File: src/rtl/lcd_tmg_pkg.sv
package lcd_tmg_pkg;

  localparam int TW = 11;

  typedef enum logic [1:0] {
    RES_800X480 = 2'd0,
    RES_480X272 = 2'd1,
    RES_400X240 = 2'd2,
    RES_RSVD    = 2'd3
  } res_e;

  typedef struct packed {
    logic [TW-1:0] h_tot;
    logic [TW-1:0] h_bp;
    logic [TW-1:0] h_act;
    logic [TW-1:0] v_tot;
    logic [TW-1:0] v_bp;
    logic [TW-1:0] v_act;
  } tmg_t;

  function automatic tmg_t preset_of(res_e res);
    tmg_t t;
    case (res)
      RES_480X272: begin
        t.h_tot = TW'(525);  t.h_bp = TW'(43);  t.h_act = TW'(480);
        t.v_tot = TW'(286);  t.v_bp = TW'(12);  t.v_act = TW'(272);
      end
      RES_400X240: begin
        t.h_tot = TW'(528);  t.h_bp = TW'(108); t.h_act = TW'(400);
        t.v_tot = TW'(262);  t.v_bp = TW'(20);  t.v_act = TW'(240);
      end
      default: begin
        t.h_tot = TW'(1056); t.h_bp = TW'(216); t.h_act = TW'(800);
        t.v_tot = TW'(525);  t.v_bp = TW'(35);  t.v_act = TW'(480);
      end
    endcase
    return t;
  endfunction

endpackage

File: src/rtl/lcd_tmg_preset.sv
module lcd_tmg_preset
  import lcd_tmg_pkg::*;
(
  input  res_e res_i,
  output tmg_t tmg_o
);
  always_comb tmg_o = preset_of(res_i);
endmodule

File: src/rtl/lcd_tmg_axis.sv
// One raster axis: wrapping counter with sync, active window and position decode.
module lcd_tmg_axis #(
  parameter int TW     = 11,
  parameter int SYNC_W = 1
) (
  input  logic          clk_i,
  input  logic          rst_ni,
  input  logic          run_i,
  input  logic          step_i,
  input  logic [TW-1:0] tot_i,
  input  logic [TW-1:0] bp_i,
  input  logic [TW-1:0] act_i,
  output logic [TW-1:0] cnt_o,
  output logic          last_o,
  output logic          sync_o,
  output logic          act_o,
  output logic [TW-1:0] pos_o
);
  logic [TW-1:0] cnt_q;
  logic [TW-1:0] end_w;

  assign end_w  = bp_i + act_i;
  assign last_o = (cnt_q == tot_i - TW'(1));

  always_ff @(posedge clk_i or negedge rst_ni) begin
    if (!rst_ni)      cnt_q <= '0;
    else if (!run_i)  cnt_q <= '0;
    else if (step_i)  cnt_q <= last_o ? '0 : cnt_q + TW'(1);
  end

  assign cnt_o  = cnt_q;
  assign sync_o = (cnt_q < TW'(SYNC_W));
  assign act_o  = (cnt_q >= bp_i) && (cnt_q < end_w);
  assign pos_o  = cnt_q - bp_i;
endmodule

File: src/rtl/lcd_tmg_gen.sv
module lcd_tmg_gen
  import lcd_tmg_pkg::*;
#(
  parameter int COL_W   = 10,
  parameter int ROW_W   = 9,
  parameter int HSYNC_W = 1,
  parameter int VSYNC_W = 1
) (
  input  logic             clk_i,
  input  logic             rst_ni,
  input  logic [1:0]       mode_i,
  input  logic             hd_pol_i,
  input  logic             vd_pol_i,
  output logic             hd_o,
  output logic             vd_o,
  output logic             den_o,
  output logic [COL_W-1:0] col_o,
  output logic [ROW_W-1:0] row_o,
  output logic             sol_o,
  output logic             sof_o
);
  logic          st_q;
  res_e          res_q;
  tmg_t          tmg;
  logic [TW-1:0] h_cnt, v_cnt, h_pos, v_pos;
  logic          h_last, v_last, h_sync, v_sync, h_act, v_act;
  logic          wrap, den_d;

  logic             hs_q, vs_q, den_q, sol_q, sof_q;
  logic [COL_W-1:0] col_q;
  logic [ROW_W-1:0] row_q;

  // Mode is sampled once after reset and then only at the frame wrap.
  assign wrap = !st_q || (h_last && v_last);

  always_ff @(posedge clk_i or negedge rst_ni) begin
    if (!rst_ni) begin
      st_q  <= 1'b0;
      res_q <= RES_800X480;
    end else begin
      st_q <= 1'b1;
      if (wrap) res_q <= res_e'(mode_i);
    end
  end

  lcd_tmg_preset i_preset (
    .res_i (res_q),
    .tmg_o (tmg)
  );

  lcd_tmg_axis #(.TW(TW), .SYNC_W(HSYNC_W)) i_h_axis (
    .clk_i  (clk_i),
    .rst_ni (rst_ni),
    .run_i  (st_q),
    .step_i (1'b1),
    .tot_i  (tmg.h_tot),
    .bp_i   (tmg.h_bp),
    .act_i  (tmg.h_act),
    .cnt_o  (h_cnt),
    .last_o (h_last),
    .sync_o (h_sync),
    .act_o  (h_act),
    .pos_o  (h_pos)
  );

  lcd_tmg_axis #(.TW(TW), .SYNC_W(VSYNC_W)) i_v_axis (
    .clk_i  (clk_i),
    .rst_ni (rst_ni),
    .run_i  (st_q),
    .step_i (h_last),
    .tot_i  (tmg.v_tot),
    .bp_i   (tmg.v_bp),
    .act_i  (tmg.v_act),
    .cnt_o  (v_cnt),
    .last_o (v_last),
    .sync_o (v_sync),
    .act_o  (v_act),
    .pos_o  (v_pos)
  );

  assign den_d = st_q && h_act && v_act;

  always_ff @(posedge clk_i or negedge rst_ni) begin
    if (!rst_ni) begin
      hs_q  <= 1'b0;
      vs_q  <= 1'b0;
      den_q <= 1'b0;
      sol_q <= 1'b0;
      sof_q <= 1'b0;
      col_q <= '0;
      row_q <= '0;
    end else begin
      hs_q  <= st_q && h_sync;
      vs_q  <= st_q && v_sync;
      den_q <= den_d;
      sol_q <= st_q && (h_cnt == '0);
      sof_q <= st_q && (h_cnt == '0) && (v_cnt == '0);
      col_q <= den_d ? COL_W'(h_pos) : '0;
      row_q <= den_d ? ROW_W'(v_pos) : '0;
    end
  end

  // Polarity applied after the register so reset always gives the inactive level.
  assign hd_o  = ~(hs_q ^ hd_pol_i);
  assign vd_o  = ~(vs_q ^ vd_pol_i);
  assign den_o = den_q;
  assign col_o = col_q;
  assign row_o = row_q;
  assign sol_o = sol_q;
  assign sof_o = sof_q;
endmodule

File: config.mk
export PLATFORM = sky130hd
export DESIGN_NAME = lcd_tmg_gen
export DESIGN_NICKNAME = d
export VERILOG_FILES = /design/src/rtl/lcd_tmg_pkg.sv /design/src/rtl/lcd_tmg_preset.sv /design/src/rtl/lcd_tmg_axis.sv /design/src/rtl/lcd_tmg_gen.sv
export SDC_FILE = /design/constraint.sdc
export NUM_CORES = 1
export LEC_CHECK = 0
export BUFFER_PORTS_ARGS = -buffer_cell sky130_fd_sc_hd__buf_2
export CAP_MARGIN = 20
export CORE_MARGIN = 1.5
export CORE_UTILIZATION = 64
export DETAILED_ROUTE_END_ITERATION = 8
export GPL_TIMING_DRIVEN = 0
export PLACE_DENSITY = 0.85
export SYNTH_ARGS = -nofsm -noshare
export SYNTH_HDL_FRONTEND = slang
export SYNTH_SLANG_ARGS = --single-unit
File: constraint.sdc
create_clock -name clk_i -period 4.5 [get_ports clk_i]
set_input_delay 0.675 -clock clk_i [delete_from_list [all_inputs] [get_ports clk_i]]
set_output_delay 0.675 -clock clk_i [all_outputs]
set_load 0.005 [all_outputs]
Word-level counts from Yosys, hierarchy flattened
Index checks and enable logic that the tools add are counted.
- register bits after elaboration: 49
- output and inout bits: 24
- logic and storage cells: 55
- input port bits: 6
- multiplexer cells: 8
- order comparisons: 6
- add/sub/neg operators: 8
- reductions and logical operators: 13
- bitwise gates (word level): 4
- equality and inequality tests: 5
- operators with widths (operator ; count):
    66-bit case mux with 2 select lines ; 1
    11-bit 2-to-1 mux ; 5
    11-bit by 1-bit adder with 11-bit output, second input constant ; 2
    11-bit adder ; 2
    11-bit == test ; 2
    11-bit >= comparator ; 2
    11-bit logical NOT ; 2
    11-bit by 1-bit < comparator with 1-bit output, second input constant ; 2
    11-bit < comparator ; 2
    11-bit by 1-bit subtractor with 11-bit output, second input constant ; 2
    10-bit 2-to-1 mux ; 1
    10-bit subtractor ; 1
    1-bit logical AND ; 9
    9-bit 2-to-1 mux ; 1
    9-bit subtractor ; 1
    2-bit by 1-bit == test with 1-bit output, second input constant ; 1
    2-bit == test, second input constant ; 1
    2-bit by 1-bit inequality test with 1-bit output, second input constant ; 1
    1-bit inverter ; 2
    1-bit XOR ; 2
    1-bit logical NOT ; 1
    1-bit logical OR ; 1

Longest topological paths before layout
- depth after elaboration: 8
- depth in mapped cells: 13

By module
A second synthesis with hierarchy kept.
- cells, all modules: 712
- area, all modules: 5878.1 um2
- modules (own cells, without submodules) (module ; seq. area each (um2) ; instances ; cells an instance ; area each (um2)):
    lcd_tmg_axis (i_h_axis) ; 275.3 ; 1 ; 296 ; 2219.6
    lcd_tmg_axis (i_v_axis) ; 275.3 ; 1 ; 280 ; 2197.1
    lcd_tmg_gen ; 675.6 ; 1 ; 65 ; 934.6
    lcd_tmg_preset ; 0.0 ; 1 ; 71 ; 526.8

Worst setup path before layout
OpenSTA, ideal clock, no wires.
- path kind: register to register
- from: register res_q[0]
- to: register col_q[2] (netlist: col_o[2])
- data arrival time: 2.764 ns
- stages on the path, launching flop included: 14
- buffers on the path: 3
- path slack: 1.641 ns
- path through: dfrtp_1 inv_1 ha_1 buf_6 buf_6 inv_1 ha_1 nor2b_1 o311a_1 o31a_1 o21ai_1 o211ai_1 buf_6 nor4_4
- cells in the longest elaborated chain, start to end: 8
- elaborated cells on any way between the ends: 15
- those cells by class: 3 x add/sub; 4 x order compare; 2 x eq/ne; 2 x mux; 4 x reduce/logical
- ends and longest elaborated chain (item ; line ; source):
    start: declaration ; lcd_tmg_gen.sv:23 ; res_e res_q;
    start signal: assignment ; lcd_tmg_gen.sv:42 ; if (wrap) res_q <= res_e'(mode_i);
    2-bit == test / 2-bit by 1-bit == test with 1-bit output (equally long branches) ; lcd_tmg_pkg.sv:23 ; case (res)
    66-bit case mux with 2 select lines * ; lcd_tmg_pkg.sv:23 ;
    11-bit adder ; lcd_tmg_axis.sv:22 ; assign end_w = bp_i + act_i;
    11-bit < comparator ; lcd_tmg_axis.sv:33 ; assign act_o = (cnt_q >= bp_i) && (cnt_q < end_w);
    1-bit logical AND ; lcd_tmg_axis.sv:33 ;
    1-bit logical AND (2 in series) ; lcd_tmg_gen.sv:81 ; assign den_d = st_q && h_act && v_act;
    10-bit 2-to-1 mux * ; lcd_tmg_gen.sv:98 ; col_q <= den_d ? COL_W'(h_pos) : '0;
    end signal: assignment ; lcd_tmg_gen.sv:98 ;
    end: declaration ; lcd_tmg_gen.sv:30 ; logic [COL_W-1:0] col_q;
Every way passes the cells marked *; elsewhere a longest branch is shown, timed or not.
A chain may end at the register's enable or synchronous reset.

Worst setup path after layout
- from: register res_q[0]
- to: register row_q[5] (netlist: row_o[5])
- cells in the longest elaborated chain, start to end: 8
- elaborated cells on any way between the ends: 15
- those cells by class: 3 x add/sub; 4 x order compare; 2 x eq/ne; 2 x mux; 4 x reduce/logical
- ends and longest elaborated chain (item ; line ; source):
    2-bit == test / 2-bit by 1-bit == test with 1-bit output (equally long branches) ; lcd_tmg_pkg.sv:23 ;
    66-bit case mux with 2 select lines * ; lcd_tmg_pkg.sv:23 ;
    11-bit adder ; lcd_tmg_axis.sv:22 ;
    11-bit < comparator ; lcd_tmg_axis.sv:33 ;
    1-bit logical AND ; lcd_tmg_axis.sv:33 ;
    1-bit logical AND (2 in series) ; lcd_tmg_gen.sv:81 ;
    9-bit 2-to-1 mux * ; lcd_tmg_gen.sv:99 ; row_q <= den_d ? ROW_W'(v_pos) : '0;
    end signal: assignment ; lcd_tmg_gen.sv:99 ;
    end: declaration ; lcd_tmg_gen.sv:31 ; logic [ROW_W-1:0] row_q;
Marked as above.

==> results.json <==
{
  "dieHeight_um": 73.7,
  "hold_class": "input port to asynchronous set/reset pin",
  "startpoint_type": "flop",
  "antenna_found_initial": 0,
  "synth_fp_nets": 371,
  "path_buf_inv": 5,
  "port_buffers": 29,
  "area_growth_pct": 11.3,
  "fin_worst_skew_ns": 0.00786,
  "dp_slack_ns": 1.21,
  "cts_resized": 0,
  "drive_gt1_share_pct": 16.9,
  "clk_pin_slew_ns": 0.08,
  "p_seq_share_pct": 43.7,
  "root_buffer": "clkbuf_8",
  "path_cells": "inv_1 -> ha_1 -> buf_6 -> buf_6 -> inv_1 -> ha_1 -> nor2b_1 -> o311a_1 -> nor3_1 -> nor3_1 -> nor3_1 -> clkbuf_1 -> nor3_1",
  "tightest_slew_ns": 0.609,
  "clkLatencyLatePin_ns": 0.30,
  "crit_family": "buffers and inverters",
  "final_cell_mix": "dfrtp_1 (49), buf_2 (36), ha_1 (28)",
  "slowest_stage": "dfrtp_1",
  "p_comb_share_pct": 27.6,
  "rsz0062_at_grt": "no",
  "p_leak_nw": 1.68,
  "core_sq_um": 4750,
  "grt_max_degree": 50,
  "arrival_ns": 3.53,
  "grt_pass1_wl_um": 11100,
  "crit_path_frequent_cell": "nor3_1",
  "avgViaCountPerCell": 5.89,
  "final.min_clock_period_ns": 3.36,
  "p_int_mw": 0.726,
  "synth_ff_type": "dfrtp_1",
  "grtUsageTotal_pct": 26.6,
  "cp_max_fo": 10,
  "synth_top_area_share_pct": 38.3,
  "dpl.hpwl_um": 4970,
  "final_util_pct": 74.8,
  "cp.required_ns": 4.67,
  "cts.repair_timing.setup_buffer_count": 0,
  "diodes": 0,
  "drc": 0,
  "fin_setup_tns_ns": 0,
  "initial_utilization_pct": 67.3,
  "crit_type": "flop to flop",
  "peakVddDrop_uv": 225,
  "synth_edf_count": 0,
  "first_pass_iters": 5,
  "dieArea_sq_um": 5430,
  "routedWlPerCell_um": 15.1,
  "synthTopCellsByArea": "dfrtp_1 (38%), ha_1 (11%), xnor2_1 (4.7%), nor3_1 (4.2%), xor2_1 (4.1%)",
  "yosysTopAreaCell": "dfrtp_1",
  "p_switching_mw": 0.313,
  "cts_buffers": 5,
  "slew_headroom_pct": 59.0,
  "hold_violations": 0,
  "rows": 25,
  "period_share_pct": 74.8,
  "finalSetupViolCount": 0,
  "routabilityCongestion": 0.959,
  "cts_max_level": 2,
  "async_flop_share_pct": 100,
  "clock-sinks": 49,
  "fmax_mhz": 297,
  "fill_cells": 363,
  "cpPeakStageDelay_ns": 0.38,
  "ios": 30,
  "power.total_mw": 1.04,
  "worst_slack_ns": 1.14,
  "powerDensity_nw_per_um2": 292,
  "die_x_um": 73.7,
  "swShare_pct": 30.1,
  "synth_cell_types": 57,
  "syn_area_sq_um": 3200,
  "outcome": "complete, no violations",
  "ys_seq_area_share_pct": 38.3,
  "totalWireLength_um": 6660,
  "cap_violations": 0,
  "grt-ovfl-total": 0,
  "synth_area_per_cell_sq_um": 9.52,
  "p_clk_share_pct": 28.7,
  "nets": 408,
  "drv_slew": 0,
  "layout_commonest_cell": "dfrtp_1",
  "first_iter_violations": 286,
  "postCtsHoldBufs": 0,
  "holdWs_ns": 0.368,
  "clk_path_buf_depth": 2,
  "synth-warning-count": 0,
  "grt_pass1_vias": 2405,
  "ys_seq_elements": 49,
  "vias": 2592,
  "ant_nets": 0,
  "netlist_instances": 336,
  "cts_tree": "done",
  "crit_path_end_kind": "flop"
}
## cell usage after synthesis, drive strengths merged (11+ instances only)
cell,number
dfrtp,49
ha,28
nor3,28
nand2,24
nor2,21
o21ai,21
inv,18
xnor2,17
xor2,15
nand3,12
buf,11
## layer usage
layer | vias to the layer above | GRT usage, % | wire length [um]
li1 | 1264 | - | -
met1 | 1218 | 34.6 | 2830
met2 | 100 | 45.3 | 3290
met3 | 10 | 4.53 | 443
met4 | 0 | 7.82 | 87
met5 | - | 0 | 0
## final cells by class
type / instances / area [sq um] / share of cell area (%)
clock inverter: 2 / 35.0 / 0.985
multi-input combinational: 252 / 1800 / 50.6
sequential: 49 / 1230 / 34.5
tap: 67 / 83.8 / 2.36
buffer: 17 / 103 / 2.88
clock buffer: 5 / 68.8 / 1.93
inverter: 18 / 67.6 / 1.90
timing repair buffer: 30 / 173 / 4.85
## state kept, by name, summed over array words and instances (netlist names)
signal,count
i_h_axis.cnt_o,11
i_v_axis.cnt_o,11
col_o,10
row_o,9
res_q,2
den_o,1
hs_q,1
sof_o,1
sol_o,1
st_q,1
vs_q,1
## through the flow
| step | cells | instance area (sq um) |
|---|---|---|
| after global placement | 432 | 3430 |
| final | 440 | 3560 |
| after detailed placement | 432 | 3430 |
| after global routing | 440 | 3560 |
| after floorplan | 336 | 3200 |
| after CTS | 439 | 3530 |
## path summary, 6_finish.rpt
| kind | start | endpoint | slack (ns) | cells after the start |
|---|---|---|---|---|
| hold / removal | rst_ni | col_o[4]$_DFF_PN0_ | 0.37 | 1 |
| min in group clk_i | i_h_axis.cnt_o[0]$_DFF_PN0_ | i_h_axis.cnt_o[0]$_DFF_PN0_ | 0.52 | 1 |
| setup / recovery | res_q[0]$_DFFE_PN0P_ | row_o[5]$_DFF_PN0_ | 1.14 | 13 |
| setup reg to reg | res_q[0]$_DFFE_PN0P_ | row_o[5]$_DFF_PN0_ | 1.14 | 13 |
| hold reg to reg | i_h_axis.cnt_o[0]$_DFF_PN0_ | i_h_axis.cnt_o[0]$_DFF_PN0_ | 0.52 | 1 |
| max in group asynchronous | rst_ni | i_v_axis.cnt_o[7]$_DFFE_PN0P_ | 3.62 | 2 |
## power groups by stage
| stage | sequential, mW | combinational (mW) | clock, mW |
|---|---|---|---|
| global route | 0.455 | 0.316 | 0.319 |
| global placement | 0.462 | 0.268 | 0 |
| floorplan | 0.462 | 0.212 | 0 |
| finish | 0.454 | 0.287 | 0.298 |
| CTS | 0.454 | 0.282 | 0.302 |
| detailed placement | 0.462 | 0.278 | 0 |
## cells by family after synthesis
group	count (synthesis)	share of synthesized area [%]
and+or+nand+nor	131	22.5
AOI/OAI and AO/OA	56	12.4
DFF	49	38.3
buffers and inverters	35	5.32
xor gates and xnor gates	32	8.76
adders and majority gates	32	12.6
other	1	0.117
(Power assumes the default switching activity.)
